File: src/rtl/slip_pkg.sv
package slip_pkg;

    localparam int SYM_W = 8;

    typedef logic [SYM_W-1:0] sym_t;

    // Outcome of decoding one accepted byte
    typedef enum logic [1:0] {
        ACT_NONE  = 2'd0,
        ACT_DATA  = 2'd1,
        ACT_CLOSE = 2'd2
    } act_kind_e;

    typedef struct packed {
        act_kind_e kind;
        sym_t      value;
    } act_t;

    typedef struct packed {
        sym_t term;
        sym_t esc;
        sym_t sub_term;
        sym_t sub_esc;
    } codes_t;

    typedef struct packed {
        logic valid;
        sym_t data;
        logic last;
        logic empty;
    } beat_t;

    localparam beat_t BEAT_IDLE = '{valid: 1'b0, data: '0, last: 1'b0, empty: 1'b0};

endpackage

File: src/rtl/slip_unescape.sv
module slip_unescape
    import slip_pkg::*;
(
    input  logic   clk,
    input  logic   rst,
    input  logic   in_valid,
    input  sym_t   in_byte,
    input  codes_t codes,
    output act_t   act,
    output logic   esc_pending
);

    logic esc_next;

    always_comb begin
        act      = '{kind: ACT_NONE, value: '0};
        esc_next = esc_pending;
        if (in_valid) begin
            if (esc_pending) begin
                esc_next = 1'b0;
                if (in_byte == codes.sub_term) begin
                    act = '{kind: ACT_DATA, value: codes.term};
                end else if (in_byte == codes.sub_esc) begin
                    act = '{kind: ACT_DATA, value: codes.esc};
                end
            end else if (in_byte == codes.esc) begin
                esc_next = 1'b1;
            end else if (in_byte == codes.term) begin
                act.kind = ACT_CLOSE;
            end else begin
                act = '{kind: ACT_DATA, value: in_byte};
            end
        end
    end

    always_ff @(posedge clk) begin
        if (rst) begin
            esc_pending <= 1'b0;
        end else begin
            esc_pending <= esc_next;
        end
    end

    AST_ESC_ARMS: assert property (@(posedge clk) disable iff (rst)
        (in_valid && !esc_pending && in_byte == codes.esc) |=> esc_pending);
    AST_ESC_ONE_SHOT: assert property (@(posedge clk) disable iff (rst)
        (in_valid && esc_pending) |=> !esc_pending);
    AST_IDLE_KEEPS_ESC: assert property (@(posedge clk) disable iff (rst)
        !in_valid |=> $stable(esc_pending));

endmodule

File: src/rtl/slip_emit.sv
module slip_emit
    import slip_pkg::*;
(
    input  logic  clk,
    input  logic  rst,
    input  act_t  act,
    output beat_t beat
);

    logic  held_valid;
    sym_t  held_byte;
    beat_t beat_next;
    logic  held_valid_next;
    sym_t  held_byte_next;

    always_comb begin
        beat_next       = BEAT_IDLE;
        held_valid_next = held_valid;
        held_byte_next  = held_byte;
        unique case (act.kind)
            ACT_DATA: begin
                if (held_valid) begin
                    beat_next = '{valid: 1'b1, data: held_byte, last: 1'b0, empty: 1'b0};
                end
                held_valid_next = 1'b1;
                held_byte_next  = act.value;
            end
            ACT_CLOSE: begin
                if (held_valid) begin
                    beat_next = '{valid: 1'b1, data: held_byte, last: 1'b1, empty: 1'b0};
                end else begin
                    beat_next = '{valid: 1'b1, data: '0, last: 1'b1, empty: 1'b1};
                end
                held_valid_next = 1'b0;
            end
            default: ;
        endcase
    end

    always_ff @(posedge clk) begin
        if (rst) begin
            beat       <= BEAT_IDLE;
            held_valid <= 1'b0;
            held_byte  <= '0;
        end else begin
            beat       <= beat_next;
            held_valid <= held_valid_next;
            held_byte  <= held_byte_next;
        end
    end

    AST_CLOSE_RELEASES: assert property (@(posedge clk) disable iff (rst)
        (act.kind == ACT_CLOSE) |=> (beat.valid && beat.last));
    AST_FIRST_BYTE_HELD: assert property (@(posedge clk) disable iff (rst)
        (act.kind == ACT_DATA && !held_valid) |=> !beat.valid);
    AST_EMPTY_MARKER: assert property (@(posedge clk) disable iff (rst)
        beat.empty |-> (beat.valid && beat.last && beat.data == '0));
    AST_NO_ACT_QUIET: assert property (@(posedge clk) disable iff (rst)
        (act.kind == ACT_NONE) |=> !beat.valid);

endmodule

File: src/rtl/slip_deframer.sv
module slip_deframer
    import slip_pkg::*;
(
    input  logic             clk,
    input  logic             rst,
    input  logic             in_valid,
    input  logic [SYM_W-1:0] in_byte,
    input  logic [SYM_W-1:0] code_end,
    input  logic [SYM_W-1:0] code_esc,
    input  logic [SYM_W-1:0] code_sub_end,
    input  logic [SYM_W-1:0] code_sub_esc,
    output logic             out_valid,
    output logic [SYM_W-1:0] out_byte,
    output logic             out_last,
    output logic             out_empty
);

    codes_t codes;
    act_t   act;
    logic   esc_pending;
    beat_t  beat;

    assign codes = '{term: code_end, esc: code_esc,
                     sub_term: code_sub_end, sub_esc: code_sub_esc};

    slip_unescape u_unescape (
        .clk         (clk),
        .rst         (rst),
        .in_valid    (in_valid),
        .in_byte     (in_byte),
        .codes       (codes),
        .act         (act),
        .esc_pending (esc_pending)
    );

    slip_emit u_emit (
        .clk  (clk),
        .rst  (rst),
        .act  (act),
        .beat (beat)
    );

    assign out_valid = beat.valid;
    assign out_byte  = beat.data;
    assign out_last  = beat.last;
    assign out_empty = beat.empty;

    AST_ESC_SILENT: assert property (@(posedge clk) disable iff (rst)
        (in_valid && !esc_pending && in_byte == code_esc) |=> !out_valid);
    AST_BAD_ESCAPE_SILENT: assert property (@(posedge clk) disable iff (rst)
        (in_valid && esc_pending && in_byte != code_sub_end && in_byte != code_sub_esc)
        |=> !out_valid);
    AST_IDLE_NO_OUTPUT: assert property (@(posedge clk) disable iff (rst)
        !in_valid |=> !out_valid);
    AST_OUT_AFTER_INPUT: assert property (@(posedge clk) disable iff (rst)
        out_valid |-> $past(in_valid));

endmodule

File: config.mk
export PLATFORM = sky130hd
export DESIGN_NAME = slip_deframer
export DESIGN_NICKNAME = d
export VERILOG_FILES = /design/src/rtl/slip_pkg.sv /design/src/rtl/slip_unescape.sv /design/src/rtl/slip_emit.sv /design/src/rtl/slip_deframer.sv
export SDC_FILE = /design/constraint.sdc
export NUM_CORES = 1
export LEC_CHECK = 0
export ABC_AREA = 1
export BUFFER_PORTS_ARGS = -buffer_cell sky130_fd_sc_hd__buf_2
export CAP_MARGIN = 10
export CORE_MARGIN = 1
export CORE_UTILIZATION = 50
export CTS_BUF_LIST = sky130_fd_sc_hd__clkbuf_16
export DETAILED_ROUTE_END_ITERATION = 8
export GPL_TIMING_DRIVEN = 0
export PLACE_DENSITY = 0.85
export SLEW_MARGIN = 30
export SYNTH_ARGS = -nofsm -noshare
export SYNTH_HDL_FRONTEND = slang
export SYNTH_SLANG_ARGS = --single-unit
export TNS_END_PERCENT = 50
File: constraint.sdc
create_clock -name clk -period 2.4 [get_ports clk]
set_input_delay 0.36 -clock clk [delete_from_list [all_inputs] [get_ports clk]]
set_output_delay 0.36 -clock clk [all_outputs]
set_load 0.01 [all_outputs]
# Word level (Yosys, flattened, before mapping)
# Cells that the tools add are included.
[totals]
in_bits = 43
word_cells = 27
reg_bits = 21
output_inout_bits = 11
[classes]
n_eq_ne = 6
reduce_logical = 1
muxes = 13
[ops]
columns = ["cell", "n"]
rows = [
  ["two-way mux 10 bit", 5],
  ["equality test 8 bit", 4],
  ["one-hot mux 11 bit (2 select lines)", 1],
  ["two-way mux 11 bit", 1],
  ["two-way mux 9 bit", 1],
  ["two-way mux 8 bit", 1],
  ["equality test 2 x 1 -> 1 bit, second input constant", 1],
  ["equality test 2 bit, second input constant", 1],
  ["two-way mux 1 bit", 2],
  ["two-way mux 2 bit", 1],
  ["one-hot mux 1 bit (2 select lines)", 1],
  ["nonzero test 2 bit", 1],
]

# Longest topological paths before layout
# Gate-level depths: netlist of run 1.
[depth]
depth_word = 7
depth_mapped = 18
depth_no_buf = 17

# Cells and area by module
# A second synthesis of run 1 with hierarchy kept.
[unflattened]
cells_unflattened = 281
area_unflattened_um2 = 1697.9
[by_module_without_submodules]
columns = ["module", "cells_per_inst", "instances", "area_per_inst_um2", "seq_area_each_um2"]
rows = [
  ["slip_unescape", 193, 1, 978.4, 20.0],
  ["slip_emit", 88, 1, 719.4, 400.4],
]

# Least setup slack after synthesis of run 1
# No wires, ideal clock.
[synth_path]
path_type = "in2reg"
startpoint = "in in_byte[6]"
endpoint = "reg u_emit.beat[10] (netlist name)"
path_stages = 12
t_arrival_ps = 1918
t_required_ps = 2266
path_slack_ps = 349
path_buffers = 1
setup_time_ps = 134
path_cell_list = "buf_2 xnor2_1 nand2_1 nor2_1 nand2_1 nand2_2 a21oi_1 o21ai_1 inv_2 ha_1 o21ai_1 nor2_1"
[synth_between]
elab_chain_cells = 7
word_cells_on_any_way = 13
cone_classes = "eq/ne (6); mux (7)"
[synth_lines]
columns = ["item", "line_no", "source"]
rows = [
  ["start: declaration", "slip_deframer.sv:7", "input logic [SYM_W-1:0] in_byte,"],
  ["equality test 8 bit, on equally long branches", "slip_unescape.sv:28, slip_unescape.sv:23", ""],
  ["two-way mux 2 bit / two-way mux 9 bit (equally long branches)", "slip_unescape.sv:28, slip_unescape.sv:23", ""],
  ["two-way mux 10 bit, on equally long branches", "slip_unescape.sv:26, slip_unescape.sv:21", ""],
  ["two-way mux 10 bit *", "slip_unescape.sv:19", "if (esc_pending) begin"],
  ["two-way mux 10 bit *", "slip_unescape.sv:18", "if (in_valid) begin"],
  ["equality test 2 bit / equality test 2 x 1 -> 1 bit (equally long branches)", "slip_emit.sv:20", "unique case (act.kind)"],
  ["one-hot mux 11 bit (2 select lines) *", "slip_emit.sv:20", ""],
]
# Every way passes the cells marked *; elsewhere a longest branch is shown, timed or not.
# A chain may end at the register's enable or synchronous reset.

# Final worst setup path of run 1
[layout_path]
startpoint = "reg u_unescape.esc_pending"
endpoint = "reg u_emit.held_byte[6]"
[layout_between]
elab_chain_cells = 3
[layout_lines]
columns = ["item", "line_no", "source"]
rows = [
  ["start: declaration", "slip_unescape.sv:10", "output logic esc_pending"],
  ["start signal: assignment", "slip_unescape.sv:40", "esc_pending <= esc_next;"],
  ["two-way mux 10 bit *", "slip_unescape.sv:19", ""],
  ["two-way mux 10 bit *", "slip_unescape.sv:18", ""],
  ["equality test 2 x 1 -> 1 bit", "slip_emit.sv:20", ""],
  ["end signal: assignment", "slip_emit.sv:48", "held_byte <= held_byte_next;"],
  ["end: declaration", "slip_emit.sv:11", "sym_t held_byte;"],
]
# Marks and branches as above.

==> impl_metrics.ini, run 1 <==
[routing]
postRouteAntennaNets = 0
firstDrtPassIters = 6
vias = 1632
drtIter0Drc = 77
wirelength_um = 3450
drcViolationCount = 2
wire_per_inst_um = 10.5
viasPerCell = 4.98

[synthesis]
synth-seq-cells = 21
synth_area_mm2 = 0.00152
synth_edf_count = 0
ys_types = 23
post-synth-top-area-fraction_pct = 27.6
synth_nets = 291
yosys.area.top_type = dfxtp_1
synthTopCellsByCount = nand2_1, nor2_1, dfxtp_1, inv_1, xnor2_1
netlist_instances = 245
syn_area_per_cell_um2 = 6.22
synth_flop_cell = dfxtp_1
seq_area_frac_synth_pct = 27.6
async_flop_share_pct = 0
synth.area.top_cells = dfxtp_1, nand2_1, xnor2_1, nor2_1, a21oi_2
yosysMostFrequentCell = nand2_1
yosys_warnings = 0

[power_and_ir_drop]
power_density_mw_per_mm2 = 464
finalPower_w = 0.000874
p_leak_nw = 0.950
ir_drop_v = 0.000288

[worst_hold_path]
hold_path_depth = 2
hold_end = u_emit.held_byte[7]
min_path_type = input port to flop
min_from = rst

[timing]
fin_crit_ns = 2.15
relSlewSlack_pct = 60.6
rsz0062_at_grt = no
tns_ns = 0
hold_viol_final = 0
drv_slew = 0
tightest_slew_ns = 0.591
fin_skew_ns = 0.000957
finalSetupViolCount = 0
clock.fmax_mhz = 465
period_share_pct = 89.7

[grt]
grt_pass1_vias = 1393
grtUsageTotal_pct = 22.3
grt_max_degree = 13
grt_busiest_layer = met2
grt_util_met3_pct = 3.40
grt_pass1_wl_um = 5780
use_met1_pct = 26.4
antenna_found_initial = 0
grtUsageMet2_pct = 41.5
grt_overflow = 0

[placement]
dp_cells = 324
port_buffers = 48
gp_congestion = 0.858
dp_hpwl_um = 2610
place_area_mm2 = 0.00180

[clocking]
cts_hold_buffers = 0
clockBufferDepth = 2
clock_sinks = 21
cts.htree.levels = 1
cts_tree = yes
worstSkewPairLatency_ns = 0.25
cts_inserted_buffers = 3
root_buffer = clkbuf_16
cts_setup_buffers = 0
clkTransAtPathRegs_ns = 0.06
cts_resized = 0

[flow_run]
drv_cap = 0

[outcome]
violations = design-rule violations
status = complete, but fails checks

[setup_path]
timing.rr.end = u_emit.held_byte[6]
r2r-start = u_unescape.esc_pending
rrSetupSlack_ns = 0.25
endpoint_kind = flop
r2r_cells = 12
start_kind = flop
crit_required_ns = 2.58
cp.arrival_ns = 2.33
criticalPathCategory = flop to flop
worstPathMaxFanout = 10

[die]
dieWidth_um = 57.2
dieArea_mm2 = 0.00327
core-area_mm2 = 0.00283
top_level_ports = 54
rows = 19
start_util_pct = 53.8
die_y_um = 57.2

[final_layout]
fill_cells = 269
drive_gt1_share_pct = 27.3
syn2layout_area_growth_pct = 23.8
diodes = 0
final_cells = 328
fin_area_mm2 = 0.00189
nNetsFinal = 344
## cells in the final DEF (no fill, tap or decap)
cell	count
clkinv_2	1
clkbuf_1	3
or2_2	4
o21ai_2	1
or2_1	1
o21ai_0	8
dfxtp_1	21
xor2_1	6
inv_2	7
nor2_1	26
nand2_1	93
buf_6	1
nand3_1	8
buf_2	52
xnor2_1	16
buf_1	1
a21oi_1	11
nand2_4	1
ha_1	3
o21ai_1	1
inv_1	17
nand2_2	2
nor2_4	1
a21oi_2	8
clkbuf_16	3
nor3b_1	1
## flip-flops by register name, indices dropped and copies added, names as in the netlist
signal,flops
u_emit.held_byte,8
u_emit.beat,11
u_unescape.esc_pending,1
u_emit.held_valid,1
## how the worst max path moves through the flow
| stage | slack (ns) | to | start | depth (start not counted) |
|---|---|---|---|---|
| CTS | 0.26 | u_emit.beat[5] | in_byte[6] | 12 |
| detailed placement | 0.004 | u_emit.beat[4] | in_byte[6] | 12 |
| global route | 0.00009 | u_emit.held_byte[7] | in_byte[0] | 18 |
| floorplan | 0.35 | u_emit.beat[10] | in_byte[6] | 12 |
| global placement | 0.03 | u_emit.beat[4] | in_byte[5] | 14 |
| finish | 0.25 | u_emit.held_byte[6] | u_unescape.esc_pending | 12 |
## cell families (layout without fill, tap and decap cells)
| family | Yosys count | count (layout) | share of synthesized area (%) |
|---|---|---|---|
| xor gates and xnor gates | 22 | 22 | 12.7 |
| AOI/OAI and AO/OA | 29 | 29 | 11.5 |
| DFF | 21 | 21 | 27.6 |
| buffers and inverters | 33 | 85 | 8.96 |
| adders and majority gates | 3 | 3 | 2.47 |
| and+or+nand+nor | 137 | 137 | 36.8 |
## routing by layer
metal,wire (um),vias to the layer above,part of all wire [%]
met5,0,-,0
met4,50,0,1.4
met3,137,6,4.0
met2,1750,53,51
met1,1520,726,44
li1,-,847,-
## where the power goes
group          internal, W  switching (W)  leakage, nW
logic            0.0000750      0.0000917        0.739
registers         0.000356     0.00000352        0.170
clock network     0.000224       0.000125       0.0409
total             0.000654       0.000220        0.950
## worst max-delay path: stages (launching register included)
cell	delay [ns]
dfxtp_1	0.47
inv_2	0.10
clkbuf_1	0.23
a21oi_1	0.19
o21ai_1	0.13
inv_2	0.07
ha_1	0.20
nand2_1	0.06
inv_1	0.17
o21ai_0	0.12
a21oi_1	0.14
nand2_1	0.08
a21oi_2	0.13
## layout make-up
class	instances	area [um2]	share of cell area (%)
Clock buffer	3	75.1	3.98
Timing Repair Buffer	48	240	12.7
Multi-Input combinational cell	191	970	51.4
Inverter	24	90.1	4.78
Sequential cell	21	420	22.3
Tap cell	31	38.8	2.06
Clock inverter	1	5.00	0.265
Buffer	9	46.3	2.46
## per-stage QoR
step                      hold WS, ns  worst slack [ns]  util, %
after floorplan                 0.415             0.349        -
after global placement          0.433            0.0278     63.7
after detailed placement        0.431           0.00410     63.7
after CTS                       0.316             0.262     66.5
after global routing            0.323         0.0000882     66.7
final                           0.314             0.248     66.7
No activity file was read; power rests on OpenSTA's default activity.
==> inputs of run 2 (changes only) <==
- CAP_MARGIN: 10 -> 20
- CTS_CLUSTER_DIAMETER: not set -> 40
- SETUP_SLACK_MARGIN: not set -> 0.3
==> run 2 against run 1 <==
The flow still finishes with violations (design-rule violations). Worst setup slack improved by 0.20 ns. Power grew 0.39%. Sequential share of layout area down 0.80 points. Global-route usage stayed put. Maximum frequency increased by 10%. Sequential cell count stayed put. Count of clock-buffer cells in the layout is the same. Wire length rose by 3.6%. Clock power is essentially flat. First-iteration DRC count is 39% lower. Sequential power about the same.
==> impl_metrics.ini, run 2 (synthesis gave the netlist of run 1 again) <==
[outcome]
status = complete, but fails checks
violations = design-rule violations

[routing]
dr_wl_met3_um = 178
wire_per_inst_um = 10.7
wl_met1_um = 1530
drcViolationCount = 2
vias = 1671
met2_wirelength_um = 1800
firstDrtPassIters = 6
viasPerCell = 4.99
top_layer = met4
postRouteAntennaNets = 0
drtIter0Drc = 47
wirelength_um = 3580

[timing]
tns_ns = 0
worst_hold_slack_ns = 0.315
rsz0062_at_grt = no
tightest_slew_ns = 0.598
drv_slew = 0
fin_crit_ns = 1.96
finalSetupViolCount = 0
fin_skew_ns = 0.00142
hold_viol_final = 0
clock.fmax_mhz = 511
period_share_pct = 81.5
relSlewSlack_pct = 60.1

[grt]
grt_overflow = 0
antenna_found_initial = 0
grt_max_degree = 13
grt_pass1_wl_um = 5780
grt_pass1_vias = 1393
grtUsageTotal_pct = 22.3

[final_layout]
layout_commonest_cell = nand2_1
nNetsFinal = 351
largest_registers = u_emit.beat x11, u_emit.held_byte x8
drive_gt1_share_pct = 31.3
syn2layout_area_growth_pct = 28.8
largest_register_ffs = 11
mostFrequentLayoutCells = nand2_1, buf_2, nor2_1
diodes = 0
largest-register = u_emit.beat

[setup_path]
r2r_cells = 12
r2r-start = u_unescape.esc_pending
start_kind = flop
criticalPathCategory = flop to flop
cp.arrival_ns = 2.14
cp-endpoint = u_emit.held_byte[0]
rrSetupSlack_ns = 0.44
worstPathMaxFanout = 10
crit_required_ns = 2.58
timing.rr.end = u_emit.held_byte[0]
cp-startpoint = u_unescape.esc_pending
endpoint_kind = flop

[placement]
port_buffers = 48
dp_hpwl_um = 2610
gp_congestion = 0.858

[clocking]
clock_sinks = 21
cts_hold_buffers = 0
cts.htree.levels = 1
clockBufferDepth = 2
cts_tree = yes
cts_inserted_buffers = 3
clkTransAtPathRegs_ns = 0.06
worstSkewPairLatency_ns = 0.25
root_buffer = clkbuf_16

[die]
rows = 19
die_y_um = 57.2
dieWidth_um = 57.2
start_util_pct = 53.8
top_level_ports = 54
dieArea_mm2 = 0.00327
core-area_mm2 = 0.00283

[power_and_ir_drop]
power_density_mw_per_mm2 = 447
ir_drop_v = 0.000288
p_leak_nw = 0.987

[flow_run]
drv_cap = 0

[worst_hold_path]
min_path_type = input port to flop
[run 2: worst min-delay path by stage]
stage                   startpoint  cells after the start                  end  slack (ns)
6_report                       rst                      2  u_emit.held_byte[7]        0.31
5_1_grt                        rst                      2  u_emit.held_byte[7]        0.32
4_1_cts                        rst                      2  u_emit.held_byte[7]        0.32
3_5_place_dp   u_emit.held_byte[7]                      2       u_emit.beat[9]        0.43
3_3_place_gp   u_emit.held_byte[7]                      2       u_emit.beat[9]        0.43
2_1_floorplan  u_emit.held_byte[7]                      2       u_emit.beat[9]        0.42
[run 2: metal layers]
| layer | up-vias | track usage [%] |
|---|---|---|
| li1 | 865 | - |
| met1 | 733 | 26.4 |
| met2 | 61 | 41.5 |
| met3 | 12 | 3.40 |
| met4 | 0 | 6.27 |
| met5 | - | 0 |
[run 2: timing repair]
item	CTS	global route
endpoints found under the setup margin	10	17
buffers inserted	0	7
pin swaps	0	6
gates resized for setup	0	10
[run 2: final cells by class]
cell class	instances	area, um2
plain buffers	9	46.3
clock buffers	3	75.1
clock inverters	1	5.00
fillers	252	867
inverters	24	90.1
multi-input cells	191	990
flip-flops and latches	21	422
well taps	31	38.8
repair buffers	55	295
[run 2: metrics by stage]
step	instances	cell area, um2	power (W)	worst slack [ns]	util (%)
5_1_grt	335	1960	0.000922	0.267	69.3
3_5_place_dp	324	1800	0.000532	0.00410	63.7
2_1_floorplan	245	1520	0.000472	0.349	-
4_1_cts	328	1880	0.000876	0.262	66.5
3_3_place_gp	324	1800	0.000527	0.0278	63.7
6_report	335	1960	0.000878	0.444	69.3
[run 2: worst max-delay path, cell delays in order, from the launching register on]
cell      delay, ns
dfxtp_2        0.41
inv_2          0.08
clkbuf_1       0.22
a21oi_2        0.19
o21ai_2        0.09
inv_2          0.05
ha_2           0.19
nand2_1        0.07
inv_2          0.11
o21ai_0        0.12
a21oi_1        0.14
nand2_1        0.09
a21oi_2        0.12
[run 2: where the power goes]
group	internal [W]	switching [W]
combinational	0.0000771	0.0000935
clock	0.000224	0.000124
sequential	0.000356	0.00000351
